## src/rtl/tmr_pkg.sv

```systemverilog
package tmr_pkg;

    typedef enum logic [1:0] {
        MODE_UP     = 2'd0,
        MODE_DOWN   = 2'd1,
        MODE_CENTER = 2'd2
    } mode_e;

    typedef enum logic [1:0] {
        S_IDLE = 2'd0,
        S_UP   = 2'd1,
        S_DOWN = 2'd2
    } state_e;

    localparam int CTRL_ADDR = 0;
    localparam int PSC_ADDR  = 1;
    localparam int ARR_ADDR  = 2;
    localparam int CMP_BASE  = 3;

    function automatic mode_e decode_mode(input logic [1:0] f);
        case (f)
            2'd1:    return MODE_DOWN;
            2'd2:    return MODE_CENTER;
            default: return MODE_UP;
        endcase
    endfunction

endpackage

```

## src/rtl/tmr_regs.sv

```systemverilog
module tmr_regs
    import tmr_pkg::*;
#(
    parameter int CW  = 16,
    parameter int NCH = 4,
    parameter int AW  = 3
) (
    input  logic          clk,
    input  logic          rst_n,
    input  logic          wr_en_i,
    input  logic [AW-1:0] wr_addr_i,
    input  logic [CW-1:0] wr_data_i,
    output logic          run_o,
    output mode_e         mode_o,
    output logic [CW-1:0] psc_sh_o,
    output logic [CW-1:0] arr_sh_o,
    output logic [CW-1:0] thr_o [NCH],
    output logic          ug_o
);

    localparam logic [AW-1:0] UG_ADDR = AW'(CMP_BASE + NCH);

    logic       run_q;
    logic [1:0] mode_q;

    always_ff @(posedge clk or negedge rst_n) begin
        if (!rst_n) begin
            run_q    <= 1'b0;
            mode_q   <= 2'd0;
            psc_sh_o <= '0;
            arr_sh_o <= '1;
        end else if (wr_en_i) begin
            if (wr_addr_i == AW'(CTRL_ADDR)) begin
                run_q  <= wr_data_i[0];
                mode_q <= wr_data_i[2:1];
            end
            if (wr_addr_i == AW'(PSC_ADDR)) psc_sh_o <= wr_data_i;
            if (wr_addr_i == AW'(ARR_ADDR)) arr_sh_o <= wr_data_i;
        end
    end

    for (genvar g = 0; g < NCH; g++) begin : g_thr
        always_ff @(posedge clk or negedge rst_n) begin
            if (!rst_n)
                thr_o[g] <= '0;
            else if (wr_en_i && wr_addr_i == AW'(CMP_BASE + g))
                thr_o[g] <= wr_data_i;
        end
    end

    assign run_o  = run_q;
    assign mode_o = decode_mode(mode_q);
    assign ug_o   = wr_en_i && (wr_addr_i == UG_ADDR);

endmodule

```

## src/rtl/tmr_prescaler.sv

```systemverilog
module tmr_prescaler #(
    parameter int CW = 16
) (
    input  logic          clk,
    input  logic          rst_n,
    input  logic          en_i,
    input  logic          tick_i,
    input  logic          load_i,
    input  logic [CW-1:0] psc_sh_i,
    output logic          step_o
);

    logic [CW-1:0] psc_q;
    logic [CW-1:0] pc_q;
    logic          last;

    assign last   = (pc_q >= psc_q);
    assign step_o = en_i && tick_i && last;

    always_ff @(posedge clk or negedge rst_n) begin
        if (!rst_n) begin
            psc_q <= '0;
            pc_q  <= '0;
        end else if (load_i) begin
            psc_q <= psc_sh_i;
            pc_q  <= '0;
        end else if (en_i && tick_i) begin
            pc_q <= last ? '0 : pc_q + CW'(1);
        end
    end

    // after a step the division restarts, so a divisor above one forbids a back-to-back step
    a_r2_step_spacing: assert property (@(posedge clk) disable iff (!rst_n)
        (step_o && !load_i && psc_q != '0) |=> !step_o)
        else $error("a_r2_step_spacing");

endmodule

```

## src/rtl/tmr_counter.sv

```systemverilog
module tmr_counter
    import tmr_pkg::*;
#(
    parameter int CW = 16
) (
    input  logic          clk,
    input  logic          rst_n,
    input  logic          run_i,
    input  mode_e         mode_i,
    input  logic          step_i,
    input  logic          ug_i,
    input  logic [CW-1:0] arr_sh_i,
    output logic [CW-1:0] cnt_o,
    output logic          dir_o,
    output logic          upd_o,
    output logic          en_o,
    output logic          load_o
);

    state_e        state_q, state_d;
    mode_e         mode_q, mode_d;
    logic [CW-1:0] cnt_q, cnt_d;
    logic [CW-1:0] arr_q;
    logic          upd_q;
    logic          ev, top;

    always_comb begin
        state_d = state_q;
        mode_d  = mode_q;
        cnt_d   = cnt_q;
        ev      = 1'b0;
        top     = 1'b0;
        unique case (state_q)
            S_IDLE: begin
                if (run_i) begin
                    mode_d  = mode_i;
                    state_d = (mode_i == MODE_DOWN) ? S_DOWN : S_UP;
                end
            end
            S_UP: begin
                if (!run_i) begin
                    state_d = S_IDLE;
                end else if (step_i) begin
                    if (cnt_q >= arr_q) begin
                        ev = 1'b1;
                        if (mode_q == MODE_CENTER) begin
                            top     = 1'b1;
                            state_d = S_DOWN;
                            cnt_d   = (cnt_q == '0) ? '0 : cnt_q - CW'(1);
                        end else begin
                            cnt_d = '0;
                        end
                    end else begin
                        cnt_d = cnt_q + CW'(1);
                    end
                end
            end
            S_DOWN: begin
                if (!run_i) begin
                    state_d = S_IDLE;
                end else if (step_i) begin
                    if (cnt_q == '0) begin
                        ev = 1'b1;
                        if (mode_q == MODE_CENTER) begin
                            state_d = S_UP;
                            cnt_d   = (arr_sh_i == '0) ? '0 : CW'(1);
                        end else begin
                            cnt_d = arr_sh_i;
                        end
                    end else begin
                        cnt_d = cnt_q - CW'(1);
                    end
                end
            end
            default: state_d = S_IDLE;
        endcase
        if (ug_i) begin
            ev    = 1'b0;
            top   = 1'b0;
            cnt_d = (mode_i == MODE_DOWN) ? arr_sh_i : '0;
            if (state_d != S_IDLE) begin
                mode_d  = mode_i;
                state_d = (mode_i == MODE_DOWN) ? S_DOWN : S_UP;
            end
        end
    end

    assign load_o = ug_i || (ev && !top);

    always_ff @(posedge clk or negedge rst_n) begin
        if (!rst_n) begin
            state_q <= S_IDLE;
            mode_q  <= MODE_UP;
        end else begin
            state_q <= state_d;
            mode_q  <= mode_d;
        end
    end

    always_ff @(posedge clk or negedge rst_n) begin
        if (!rst_n) begin
            cnt_q <= '0;
            arr_q <= '1;
            upd_q <= 1'b0;
        end else begin
            cnt_q <= cnt_d;
            upd_q <= ev;
            if (load_o) arr_q <= arr_sh_i;
        end
    end

    assign cnt_o = cnt_q;
    assign dir_o = (state_q == S_DOWN);
    assign upd_o = upd_q;
    assign en_o  = (state_q != S_IDLE);

    // an update pulse only follows a prescaler step
    a_r6_upd_after_step: assert property (@(posedge clk) disable iff (!rst_n)
        upd_q |-> $past(step_i))
        else $error("a_r6_upd_after_step");

    // the counter never runs past the period in force
    a_r7_cnt_within_reload: assert property (@(posedge clk) disable iff (!rst_n)
        cnt_q <= arr_q)
        else $error("a_r7_cnt_within_reload");

    // stopped counter holds unless forced
    a_r10_idle_hold: assert property (@(posedge clk) disable iff (!rst_n)
        (state_q == S_IDLE && !ug_i) |=> (cnt_q == $past(cnt_q)))
        else $error("a_r10_idle_hold");

    // every center-mode direction turn comes with an update pulse
    a_r5_turn_pulses: assert property (@(posedge clk) disable iff (!rst_n)
        (mode_q == MODE_CENTER && state_q != S_IDLE && $past(state_q) != S_IDLE
         && state_q != $past(state_q) && !$past(ug_i)) |-> upd_q)
        else $error("a_r5_turn_pulses");

endmodule

```

## src/rtl/tmr_compare.sv

```systemverilog
module tmr_compare #(
    parameter int CW  = 16,
    parameter int NCH = 4
) (
    input  logic [CW-1:0]  cnt_i,
    input  logic [CW-1:0]  thr_i [NCH],
    output logic [NCH-1:0] cmp_o
);

    for (genvar g = 0; g < NCH; g++) begin : g_ch
        assign cmp_o[g] = (cnt_i < thr_i[g]);
    end

endmodule

```

## src/rtl/tmr_core.sv

```systemverilog
module tmr_core
    import tmr_pkg::*;
#(
    parameter int CW  = 16,
    parameter int NCH = 4,
    localparam int AW = $clog2(CMP_BASE + NCH + 1)
) (
    input  logic           clk,
    input  logic           rst_n,
    input  logic           tick_i,
    input  logic           wr_en_i,
    input  logic [AW-1:0]  wr_addr_i,
    input  logic [CW-1:0]  wr_data_i,
    output logic [CW-1:0]  cnt_o,
    output logic           dir_o,
    output logic           upd_o,
    output logic [NCH-1:0] cmp_o
);

    logic          run;
    mode_e         mode;
    logic [CW-1:0] psc_sh, arr_sh;
    logic [CW-1:0] thr [NCH];
    logic          ug, step, en, load;

    tmr_regs #(.CW(CW), .NCH(NCH), .AW(AW)) u_regs (
        .clk       (clk),
        .rst_n     (rst_n),
        .wr_en_i   (wr_en_i),
        .wr_addr_i (wr_addr_i),
        .wr_data_i (wr_data_i),
        .run_o     (run),
        .mode_o    (mode),
        .psc_sh_o  (psc_sh),
        .arr_sh_o  (arr_sh),
        .thr_o     (thr),
        .ug_o      (ug)
    );

    tmr_prescaler #(.CW(CW)) u_psc (
        .clk      (clk),
        .rst_n    (rst_n),
        .en_i     (en),
        .tick_i   (tick_i),
        .load_i   (load),
        .psc_sh_i (psc_sh),
        .step_o   (step)
    );

    tmr_counter #(.CW(CW)) u_cnt (
        .clk      (clk),
        .rst_n    (rst_n),
        .run_i    (run),
        .mode_i   (mode),
        .step_i   (step),
        .ug_i     (ug),
        .arr_sh_i (arr_sh),
        .cnt_o    (cnt_o),
        .dir_o    (dir_o),
        .upd_o    (upd_o),
        .en_o     (en),
        .load_o   (load)
    );

    tmr_compare #(.CW(CW), .NCH(NCH)) u_cmp (
        .cnt_i (cnt_o),
        .thr_i (thr),
        .cmp_o (cmp_o)
    );

endmodule

```

## config.mk

```make
export PLATFORM = sky130hd
export DESIGN_NAME = tmr_core
export DESIGN_NICKNAME = d
export VERILOG_FILES = /design/src/rtl/tmr_pkg.sv /design/src/rtl/tmr_regs.sv /design/src/rtl/tmr_prescaler.sv /design/src/rtl/tmr_counter.sv /design/src/rtl/tmr_compare.sv /design/src/rtl/tmr_core.sv
export SDC_FILE = /design/constraint.sdc
export NUM_CORES = 1
export LEC_CHECK = 0
export BUFFER_PORTS_ARGS = -buffer_cell sky130_fd_sc_hd__buf_2
export CORE_ASPECT_RATIO = 0.75
export CORE_MARGIN = 1
export CORE_UTILIZATION = 30
export DETAILED_ROUTE_END_ITERATION = 7
export SYNTH_ARGS = -nofsm -noshare
export SYNTH_HDL_FRONTEND = slang
export SYNTH_HIERARCHICAL = 1
export SYNTH_SLANG_ARGS = --single-unit
```

## constraint.sdc

```tcl
create_clock -name clk -period 3.4 [get_ports clk]
set_clock_uncertainty 0.2 [all_clocks]
set_input_delay 0.17 -clock clk [delete_from_list [all_inputs] [get_ports clk]]
set_output_delay 0.17 -clock clk [all_outputs]
set_load 0.005 [all_outputs]
```

# --- After elaboration in Yosys (flattened, before gate mapping) ---
# Cells that the tools add are included.
op_classes:
  n_mul: 0
  n_eq_ne: 17
  div: 0
  shift: 0
  n_reduce_logical: 22
  bitwise_logic: 0
  n_addsub: 3
  order_cmp: 6
  mux: 48
ops:
  columns: ["cell", "count"]
  rows:
  - ["$mux W16", 14]
  - ["$lt A16 B16 Y1", 4]
  - ["$add A16 B1 Y16 const B", 2]
  - ["$ge A16 B16 Y1", 2]
  - ["$logic_not A16 Y1", 2]
  - ["$mux W2", 16]
  - ["$pmux W16 S2", 1]
  - ["$sub A16 B1 Y16 const B", 1]
  - ["$mux W1", 14]
  - ["$eq A3 B3 Y1 const B", 4]
  - ["$logic_and A1 B1 Y1", 8]
  - ["$eq A2 B1 Y1 const B", 3]
  - ["$eq A2 B2 Y1 const B", 3]
  - ["$eq A3 B2 Y1 const B", 2]
  - ["$ne A3 B1 Y1 const B", 2]
  - ["$ne A3 B2 Y1 const B", 2]
  - ["$pmux W2 S3", 1]
  - ["$reduce_and A2 Y1", 3]
  - ["$reduce_bool A2 Y1", 3]
  - ["$reduce_and A5 Y1", 1]
  - ["$pmux W2 S2", 1]
  - ["$eq A3 B1 Y1 const B", 1]
  - ["$logic_not A3 Y1", 1]
  - ["$reduce_bool A3 Y1", 1]
  - ["4 further kinds", 4]
word_totals:
  latchBits: 0
  in_bits: 23
  mem_bits_ro: 0
  word_cells: 111
  ff_bits: 168
  ramBits: 0
  mem_count: 0

# --- Logic depth before layout (Yosys ltp) ---
# Gate-level depths: netlist of run 1.
logic_depth:
  depth_word: 11
  depth_mapped: 20
  ltp_nobuf: 16

# --- Hierarchy ---
# The synthesis of run 1 kept the hierarchy.
modules_own_cells:
  columns: ["module", "instances", "cells_per_inst", "seq_area_each_um2", "area_per_inst_um2"]
  rows:
  - ["tmr_regs", 1, 221, 2497.4, 4001.3]
  - ["tmr_counter", 1, 372, 945.9, 3296.9]
  - ["tmr_prescaler", 1, 213, 800.8, 1938.1]
  - ["tmr_compare", 1, 207, 0.0, 1500.2]

# --- Least setup slack after synthesis of run 1 ---
# No wires, ideal clock.
synth_path:
  kind: "register -> register"
  from: "reg u_cnt.cnt_q[0] (netlist: u_cnt/cnt_o[0])"
  to: "reg u_psc.pc_q[11]"
  path_buffers: 2
  slack_ns: -0.321
  arrival_ns: 3.417
  t_required_ns: 3.096
  path_stages_with_launch: 16
  setup_ns: 0.104
  path_cell_list: "dfrtp_1 -> inv_1 -> ha_1 -> nand2b_4 -> a2111o_1 -> a311oi_2 -> a221oi_4 -> a21oi_4 -> buf_6 -> inv_1 -> and3b_1 -> o211a_1 -> o31a_1 -> buf_6 -> nand2_1 -> o311ai_1"
synth_rtl:
  columns: ["item", "line_no", "source"]
  rows:
  - ["from (decl)", "tmr_counter.sv:22", "logic [CW-1:0] cnt_q, cnt_d;"]
  - ["from (signal assigned)", "tmr_counter.sv:106", "cnt_q <= cnt_d;"]
  - ["$ge A16 B16 Y1 or $logic_not A16 Y1 (tied branches)", "tmr_counter.sv:44, tmr_counter.sv:62", null]
  - ["$mux W1 (on tied branches)", "tmr_counter.sv:44, tmr_counter.sv:62", null]
  - ["$mux W1 (on tied branches)", "tmr_counter.sv:43, tmr_counter.sv:61", null]
  - ["$mux W1 (on tied branches)", "tmr_counter.sv:41, tmr_counter.sv:59", null]
  - ["$pmux W1 S2 (*)", "tmr_counter.sv:33", "unique case (state_q)"]
  - ["$mux W1 (*)", "tmr_counter.sv:77", "if (ug_i) begin"]
  - ["named net u_cnt.ev", "tmr_counter.sv:25", "logic ev, top;"]
  - ["$logic_and A1 B1 Y1 (*)", "tmr_counter.sv:88", "assign load_o = ug_i || (ev && !top);"]
  - ["$logic_or A1 B1 Y1 (*)", "tmr_counter.sv:88", null]
  - ["named net load", "tmr_core.sv:24", "logic ug, step, en, load;"]
  - ["$mux W16 or $reduce_bool A2 Y1 (tied branches)", null, null]
  - ["to (signal assigned)", "tmr_prescaler.sv:28", "pc_q <= last ? '0 : pc_q + CW'(1);"]
  - ["to (decl)", "tmr_prescaler.sv:14", "logic [CW-1:0] pc_q;"]
# The timed path passes the listed nets; every way through them passes the cells marked *.
# A chain may end at the register's enable or synchronous reset.

# --- Worst setup path in the final report of run 1 ---
layout_path:
  from: "reg u_cnt.arr_q[9]"
  to: "reg u_psc.pc_q[10]"
layout_rtl:
  columns: ["item", "line_no", "source"]
  rows:
  - ["from (decl)", "tmr_counter.sv:23", "logic [CW-1:0] arr_q;"]
  - ["from (signal assigned)", "tmr_counter.sv:108", "if (load_o) arr_q <= arr_sh_i;"]
  - ["$ge A16 B16 Y1 (*)", "tmr_counter.sv:44", "if (cnt_q >= arr_q) begin"]
  - ["$mux W1 (*)", "tmr_counter.sv:44", null]
  - ["$mux W1 (*)", "tmr_counter.sv:43", "end else if (step_i) begin"]
  - ["$mux W1 (*)", "tmr_counter.sv:41", "if (!run_i) begin"]
  - ["$pmux W1 S2 (*)", "tmr_counter.sv:33", null]
  - ["$mux W1 (*)", "tmr_counter.sv:77", null]
  - ["named net u_cnt.ev", "tmr_counter.sv:25", null]
  - ["$logic_and A1 B1 Y1 (*)", "tmr_counter.sv:88", null]
  - ["$logic_or A1 B1 Y1 (*)", "tmr_counter.sv:88", null]
  - ["named net load", "tmr_core.sv:24", null]
  - ["$mux W16 or $reduce_bool A2 Y1 (tied branches)", null, null]
# Marks and branches as above.

==> impl_metrics.csv, run 1 <==
group,metric,value,unit
synth,synth_fp_nets,1135,
worst_setup_path,worstPathCellList,"inv_1, ha_4, nand4_1, buf_4, a31oi_4, o21bai_4, buf_4, a221oi_4, a21oi_4, clkinv_4, and3b_1, o211a_1, o31a_1, buf_6, buf_6, a31oi_1, a21oi_1",
drt,vias_after_detailed_routing,8369,
worst_setup_path,cp_top_family,"compound AO/OA/AOI/OAI gates",
drt,initial_drt_markers,743,
timing,fin_hold_viols,0,
die,start_util,30.7,%
synth,synth_edf_count,0,
power_and_ir_drop,pwr_density_cell,657,nW/µm²
timing,finalCritPeriodShare,100,%
drt,avgRoutedWirePerCell,18.8,µm
global_route,overflow,0,
synth,ys_top_cells_by_area,"sky130_fd_sc_hd__dfrtp_1 32%, sky130_fd_sc_hd__ha_1 12%, sky130_fd_sc_hd__mux2_2 8.4%, sky130_fd_sc_hd__dfstp_2 7.8%, sky130_fd_sc_hd__mux2_4 5.5%",
synth,synth_compound_area_share,13.6,%
clock_tree,cts-htree-levels,4,
global_route,grt_antenna_before_repair,0,
global_route,grt.busiest_layer,"met1",
worst_setup_path,criticalPathCategory,"reg -> reg",
synth,synth_largest_area_cell,"sky130_fd_sc_hd__dfrtp_1",
placed_design,gp_congestion,0.937,
global_route,number_of_global_route_vias_before_repair,7956,
synth,synth.avg_cell_area,10.6,µm²
die,floorplan.die.width,220,µm
power_and_ir_drop,clockPowerShare,23.3,%
global_route,global_route_wire_length_before_repair,46.7,mm
placed_design,pre_cts_worst_setup_slack,-0.0260,ns
final_layout,layout.area.seq,4250,µm²
outcome,status,"complete, but fails checks",
die,core_region_area,35000,µm²
clock_tree,max_clock_buf_depth,2,
final_layout,nets,1259,
power_and_ir_drop,internal-power,5.34,mW
synth,dominant_combinational_cell_family_by_area_after_synthesis,"multiplexers",
outcome,failing_checks,"DRC, setup timing",
drt,vias_per_cell,5.21,
global_route,groute.layer.met2.usage,22.7,%
placed_design,port-buffer-count,44,
timing,max_slew.worst_pin.slew,0.825,ns
timing,finalSetupViolCount,3,
synth,synth_largest_type_area_fraction,31.7,%
synth,post_synth_xor_area_fraction,0.979,%
synth,yosysSeqAreaShare,39.5,%
synth,post_synthesis_register_bit_count,168,
synth,synth_area,10700,µm²
worst_setup_path,cp_max_fo,7,
synth,yosysUniqueCellTypes,93,
drt,detail_route.wirelength,30.2,mm
power_and_ir_drop,share_comb_of_total_power,43.1,%
final_layout,post-route-util,37.2,%
synth,synth_async_sr_flop_share,100,%
timing,final_slew_viol_count,0,
synth,synth_most_common_cell,"sky130_fd_sc_hd__dfrtp_1",
final_layout,filler_cell_count,3530,
global_route,grt_start_max_net_pins,77,
power_and_ir_drop,seq_power_share,33.7,%
die,die-height,166,µm
synth,synth.mux.area_fraction,14.7,%
synth,synth-adder-area-share,11.5,%
worst_setup_path,r2r_setup_slack,-0.01,ns
worst_setup_path,r2r_start,"u_cnt/arr_q[9]$_DFFE_PN1P_",
timing,layout_min_cycle_time,3.41,ns
drt,drt_first_pass_iters,7,
synth,post_synth_and_or_nand_nor_area_fraction,12.8,%
final_layout,drive_above_1_share,33.1,%
worst_setup_path,cpPeakStageDelay,0.54,ns
timing,worst_slew_margin_rel,44.5,%
power_and_ir_drop,power.static_leakage,5.97,nW
global_route,global_route.usage.met1,25.9,%
worst_setup_path,worstPathBufferInverterCount,6,
drt,final_antenna_net_count,0,
placed_design,post-place-cells,1546,
synth,syn-instance-count,1013,
final_layout,area_growth,21.1,%
global_route,globalRouteTotalUtil,16.8,%
synth,synth_commonest_cells,"136 x sky130_fd_sc_hd__dfrtp_1, 111 x sky130_fd_sc_hd__inv_1, 99 x sky130_fd_sc_hd__ha_1",
synth,yosys_most_used_dff,"sky130_fd_sc_hd__dfrtp_1",
die,std_cell_rows,59,
worst_setup_path,cp_data_required_time,3.52,ns
clock_tree,cts-root-buf,"sky130_fd_sc_hd__clkbuf_16",
run,cap_violations,0,
worst_setup_path,start_kind,"flip-flop",
worst_setup_path,cp_data_arrival_time,3.54,ns
synth,ys_warn_count,6,
timing,setup_total_negative_slack,-0.0322,ns
global_route,met3_usage,3.48,%
power_and_ir_drop,power_spent_charging_and_discharging_nets,3.20,mW
timing,whs,0.0263,ns
min_path,min-delay-start,"tick_i",
worst_setup_path,reg2reg_to,"u_psc/pc_q[10]$_DFFE_PN0P_",
worst_setup_path,critical-path-slowest-cell,"sky130_fd_sc_hd__dfstp_2",
clock_tree,tritoncts,"yes",
min_path,holdPathEnd,"u_psc/pc_q[12]$_DFFE_PN0P_",
die,die_area,36600,µm²
min_path,hold-path-cell-count,4,
final_layout,antenna-diode-count,0,
final_layout,multi_input_comb_area,6060,µm²
worst_setup_path,worst_r2r_path_depth,17,
timing,setup_repair_after_global_routing_missed_its_margin,"yes",
timing,final_critical_path_setup_slack,-0.0136,ns
power_and_ir_drop,power.share.switching,37.5,%
clock_tree,worstSkewPairLatency,0.45,ns
final_layout,post_layout_nonfiller_instances,1607,
min_path,min-delay-path-class,"in -> reg",
placed_design,dp_hpwl,21.5,mm
clock_tree,clkSinkCount,168,
drt,drc_errors,2,
die,io_pins,45,
clock_tree,cts-buffers-inserted,17,
clock_tree,clk_pin_slew_worst_paths,0.07,ns
worst_setup_path,critical_path_launch_point,"u_cnt/arr_q[9]$_DFFE_PN1P_",
power_and_ir_drop,vdd_ir_drop_max,0.299,mV
timing,achievable-frequency,293,MHz
worst_setup_path,cp-end-kind,"flip-flop",
-- power by group through the flow --
stage,logic [mW],registers (mW),clock network (mW)
6_report,3.68,2.88,1.99
5_1_grt,4.04,2.95,2.12
4_1_cts,3.47,2.87,2.05
3_5_place_dp,3.37,2.90,0
3_3_place_gp,3.30,2.88,0
2_1_floorplan,2.22,2.86,0
-- through the flow --
| stage | power [mW] | area (µm²) |
|---|---|---|
| after floorplan | 5.08 | 10800 |
| after global placement | 6.18 | 11900 |
| after detailed placement | 6.27 | 11900 |
| after CTS | 8.38 | 12700 |
| after global routing | 9.11 | 13000 |
| final | 8.54 | 13000 |
-- tightest hold or removal path: cells and delay by family --
kind	cells	cell delay, ns
compound gates	2	0.22
buf+inv	1	0.13
simple gates	1	0.10
-- sequential cells by signal, summed over array words and instances (netlist names), 16 cells and up --
signal,count
u_psc/pc_q,16
u_regs/arr_sh_o,16
u_regs/psc_sh_o,16
u_psc/psc_q,16
u_cnt/arr_q,16
u_regs/thr_o,64
u_cnt/cnt_o,16
-- per-layer routing --
metal  vias up  routed length (µm)
met1      4123               15400
met4         0                 635
met3        47                1870
met5         -                   0
li1       3922                   -
met2       277               12300
-- repair_timing --
item,4_1_cts,5_1_grt
gates resized for setup,11,33
endpoints found under the setup margin,9,18
hold buffers,17,0
buffers inserted,3,8
pin swaps,5,11
hold endpoints to repair,166,0
cloned,2,0
-- final cells by class --
cell class,count,share of cell area (%)
Multi-Input combinational cell,688,46.6
Sequential cell,168,32.7
Timing Repair Buffer,151,8.58
Tap cell,457,4.40
Clock buffer,17,3.27
Inverter,111,3.24
Clock inverter,15,1.29
-- logic make-up after synthesis --
kind of cell	Yosys count
AND/OR/NAND/NOR	244
multiplexers	128
XOR/XNOR	12
adder cells (fa/ha/maj)	99
AO/OA/AOI/OAI	205
buffers and inverters	157
flip-flops	168
-- worst max-delay path by stage --
stage | endpoint | cells after the start
global placement | u_psc/pc_q[13]$_DFFE_PN0P_ | 16
global route | u_psc/pc_q[4]$_DFFE_PN0P_ | 17
detailed placement | u_psc/pc_q[13]$_DFFE_PN0P_ | 17
floorplan | u_psc/pc_q[6]$_DFFE_PN0P_ | 19
CTS | u_psc/pc_q[1]$_DFFE_PN0P_ | 16
finish | u_psc/pc_q[10]$_DFFE_PN0P_ | 17
-- placed cells by master, fill, tap and decap left out, drive strengths merged, types with 7 or more instances in the layout --
master | netlist | layout
nand2b | 8 | 8
inv | 111 | 114
nor2 | 34 | 34
nor2b | 7 | 7
a31oi | 27 | 27
a21oi | 47 | 47
a21o | 11 | 11
nand2 | 70 | 70
nand3 | 36 | 36
dfrtp | 136 | 136
a2111oi | 8 | 8
buf | 32 | 134
nand4 | 22 | 22
ha | 99 | 99
xnor2 | 7 | 7
dfstp | 32 | 32
nor3 | 14 | 14
clkinvlp | 0 | 7
and3 | 17 | 17
o21ai | 46 | 46
clkbuf | 14 | 17
mux2 | 123 | 123
dlygate4sd3 | 0 | 17
Note: power is estimated with default switching activity, not from simulation.
==> inputs of run 2 (changes only) <==
--- a/config.mk
+++ b/config.mk
@@ -10,6 +10,7 @@
 export CORE_MARGIN = 1
 export CORE_UTILIZATION = 30
 export DETAILED_ROUTE_END_ITERATION = 7
+export SETUP_SLACK_MARGIN = 0.1
 export SYNTH_ARGS = -nofsm -noshare
 export SYNTH_HDL_FRONTEND = slang
 export SYNTH_HIERARCHICAL = 1
==> impl_metrics.csv, run 2 (synthesized netlist as in run 1, its figures left out) <==
group,metric,value,unit
outcome,status,"complete, but fails checks",
outcome,failing_checks,"DRC, setup timing",
placed_design,dp_hpwl,21.4,mm
drt,initial_drt_markers,660,
clock_tree,clkSinkCount,168,
final_layout,area_growth,19.9,%
die,core_region_area,35000,µm²
power_and_ir_drop,power.static_leakage,5.98,nW
timing,layout_min_cycle_time,3.50,ns
final_layout,largest_reg_flops,64,
die,floorplan.die.width,220,µm
drt,drc_errors,1,
clock_tree,cts-buffers-inserted,17,
die,die_area,36600,µm²
timing,achievable-frequency,286,MHz
run,cap_violations,0,
drt,dr.max_layer_used,"met4",
drt,detail_route.wirelength,30.0,mm
min_path,min-delay-path-class,"in -> reg",
global_route,grt_start_max_net_pins,94,
final_layout,nets,1249,
timing,max_slew.worst_pin.slew,0.920,ns
die,die-height,166,µm
die,std_cell_rows,59,
timing,final_critical_path_setup_slack,-0.101,ns
timing,setup_total_negative_slack,-1.15,ns
clock_tree,max_clock_buf_depth,2,
global_route,grt_antenna_before_repair,0,
placed_design,gp_congestion,0.926,
global_route,global_route_wire_length_before_repair,46.4,mm
placed_design,port-buffer-count,44,
timing,fin_hold_viols,0,
final_layout,top_register,"u_regs/thr_o",
global_route,globalRouteTotalUtil,16.7,%
die,start_util,30.7,%
timing,final_slew_viol_count,0,
drt,vias_per_cell,5.19,
worst_setup_path,cp_data_arrival_time,3.64,ns
final_layout,drive_above_1_share,31.9,%
drt,avgRoutedWirePerCell,18.8,µm
worst_setup_path,start_kind,"flip-flop",
drt,final_antenna_net_count,0,
clock_tree,worstSkewPairLatency,0.46,ns
drt,vias_after_detailed_routing,8284,
power_and_ir_drop,pwr_density_cell,655,nW/µm²
worst_setup_path,cp_max_fo,4,
timing,finalSetupViolCount,18,
final_layout,post-route-util,36.8,%
drt,routedLengthMet1,15.6,mm
final_layout,antenna-diode-count,0,
power_and_ir_drop,vdd_ir_drop_max,0.337,mV
worst_setup_path,criticalPathCategory,"reg -> reg",
final_layout,final_common_cell,"sky130_fd_sc_hd__dfrtp_1",
worst_setup_path,cp_data_required_time,3.54,ns
timing,finalCritPeriodShare,103,%
timing,worst_slew_margin_rel,38.7,%
die,io_pins,45,
worst_setup_path,cp-end-kind,"flip-flop",
drt,met3_length,1.63,mm
global_route,overflow,0,
global_route,number_of_global_route_vias_before_repair,7947,
clock_tree,clk_pin_slew_worst_paths,0.07,ns
clock_tree,tritoncts,"yes",
final_layout,most-common-layout-cells,"134 x sky130_fd_sc_hd__dfrtp_1, 109 x sky130_fd_sc_hd__inv_1, 92 x sky130_fd_sc_hd__ha_1, 80 x sky130_fd_sc_hd__mux2_2, 71 x sky130_fd_sc_hd__buf_4",
drt,drt_first_pass_iters,7,
clock_tree,cts-htree-levels,4,
drt,wl_met2,12.4,mm
timing,setup_repair_after_global_routing_missed_its_margin,"yes",
clock_tree,cts-root-buf,"sky130_fd_sc_hd__clkbuf_16",
==> run 2: changes by cell type in the layout (fill, tap and decap cells not counted), sizes merged <==
cell | before | now
buf | 134 | 124
clkinvlp | 7 | 2
clkinv | 3 | 7
clkbuf | 17 | 20
inv | 114 | 112
==> run 2: critical path, stage by stage, from the launching register on <==
cell and delay [ns]:
sky130_fd_sc_hd__dfstp_2 0.55, sky130_fd_sc_hd__ha_4 0.19, sky130_fd_sc_hd__nand2b_4 0.13, sky130_fd_sc_hd__a2111o_1 0.51, sky130_fd_sc_hd__a311oi_2 0.39, sky130_fd_sc_hd__a21oi_2 0.13
sky130_fd_sc_hd__buf_4 0.17, sky130_fd_sc_hd__buf_8 0.12, sky130_fd_sc_hd__a211o_4 0.36, sky130_fd_sc_hd__o31ai_4 0.30, sky130_fd_sc_hd__mux2_4 0.33
==> run 2: path summary, 6_finish.rpt <==
kind                                           startpoint                        endpoint  slack (ns)  depth (start not counted)
max                            u_cnt/arr_q[0]$_DFFE_PN1P_       u_cnt/mode_q[0]$_DFF_PN0_       -0.10                         10
min                                                tick_i       u_psc/pc_q[0]$_DFFE_PN0P_        0.02                          5
max reg2reg                    u_cnt/arr_q[0]$_DFFE_PN1P_       u_cnt/mode_q[0]$_DFF_PN0_       -0.10                         10
min reg2reg                u_regs/psc_sh_o[4]$_DFFE_PN0P_      u_psc/psc_q[4]$_DFFE_PN0P_        0.28                          2
max in group asynchronous                           rst_n  u_regs/arr_sh_o[4]$_DFFE_PN1P_        1.94                          3
min in group asynchronous                           rst_n  u_regs/psc_sh_o[8]$_DFFE_PN0P_        0.20                          2
==> run 2: timing repair <==
action	4_1_cts	5_1_grt
gates cloned	0	2
buffers inserted	1	6
pin swaps	2	16
hold buffers	17	0
gates resized for setup	7	29
endpoints found under the hold margin	166	0
setup endpoints to repair	24	31
==> run 2: metal layers <==
metal / track usage (%) / vias up
li1: - / 3902
met1: 26.3 / 4088
met2: 22.9 / 254
met3: 2.91 / 40
met4: 4.68 / 0
met5: 0 / -
==> run 2: where the power goes <==
group          switching, mW  internal, mW  leakage, nW
clock network          0.881          1.15        0.293
registers              0.322          2.55         2.02
logic                   1.92          1.60         3.66
==> run 2: stage by stage <==
step | cells | hold WS, ns | worst slack, ns | cell area [µm²] | power, mW
4_1_cts | 1589 | 0.00414 | -0.0673 | 12700 | 8.29
2_1_floorplan | 1013 | -0.326 | -0.0339 | 10800 | 5.08
6_report | 1597 | 0.0207 | -0.101 | 12900 | 8.43
3_5_place_dp | 1539 | 0.143 | -0.0712 | 11800 | 6.19
5_1_grt | 1597 | 0.0539 | -0.218 | 12900 | 8.97
3_3_place_gp | 1539 | 0.133 | 0.00765 | 11800 | 6.11
==> run 2: layout make-up <==
cell class | count | area (µm²)
Fill cell | 3486 | 22100
Multi-Input combinational cell | 688 | 5960
Tap cell | 457 | 572
Clock buffer | 20 | 467
Timing Repair Buffer | 141 | 1060
Sequential cell | 168 | 4250
Clock inverter | 12 | 141
Inverter | 111 | 424
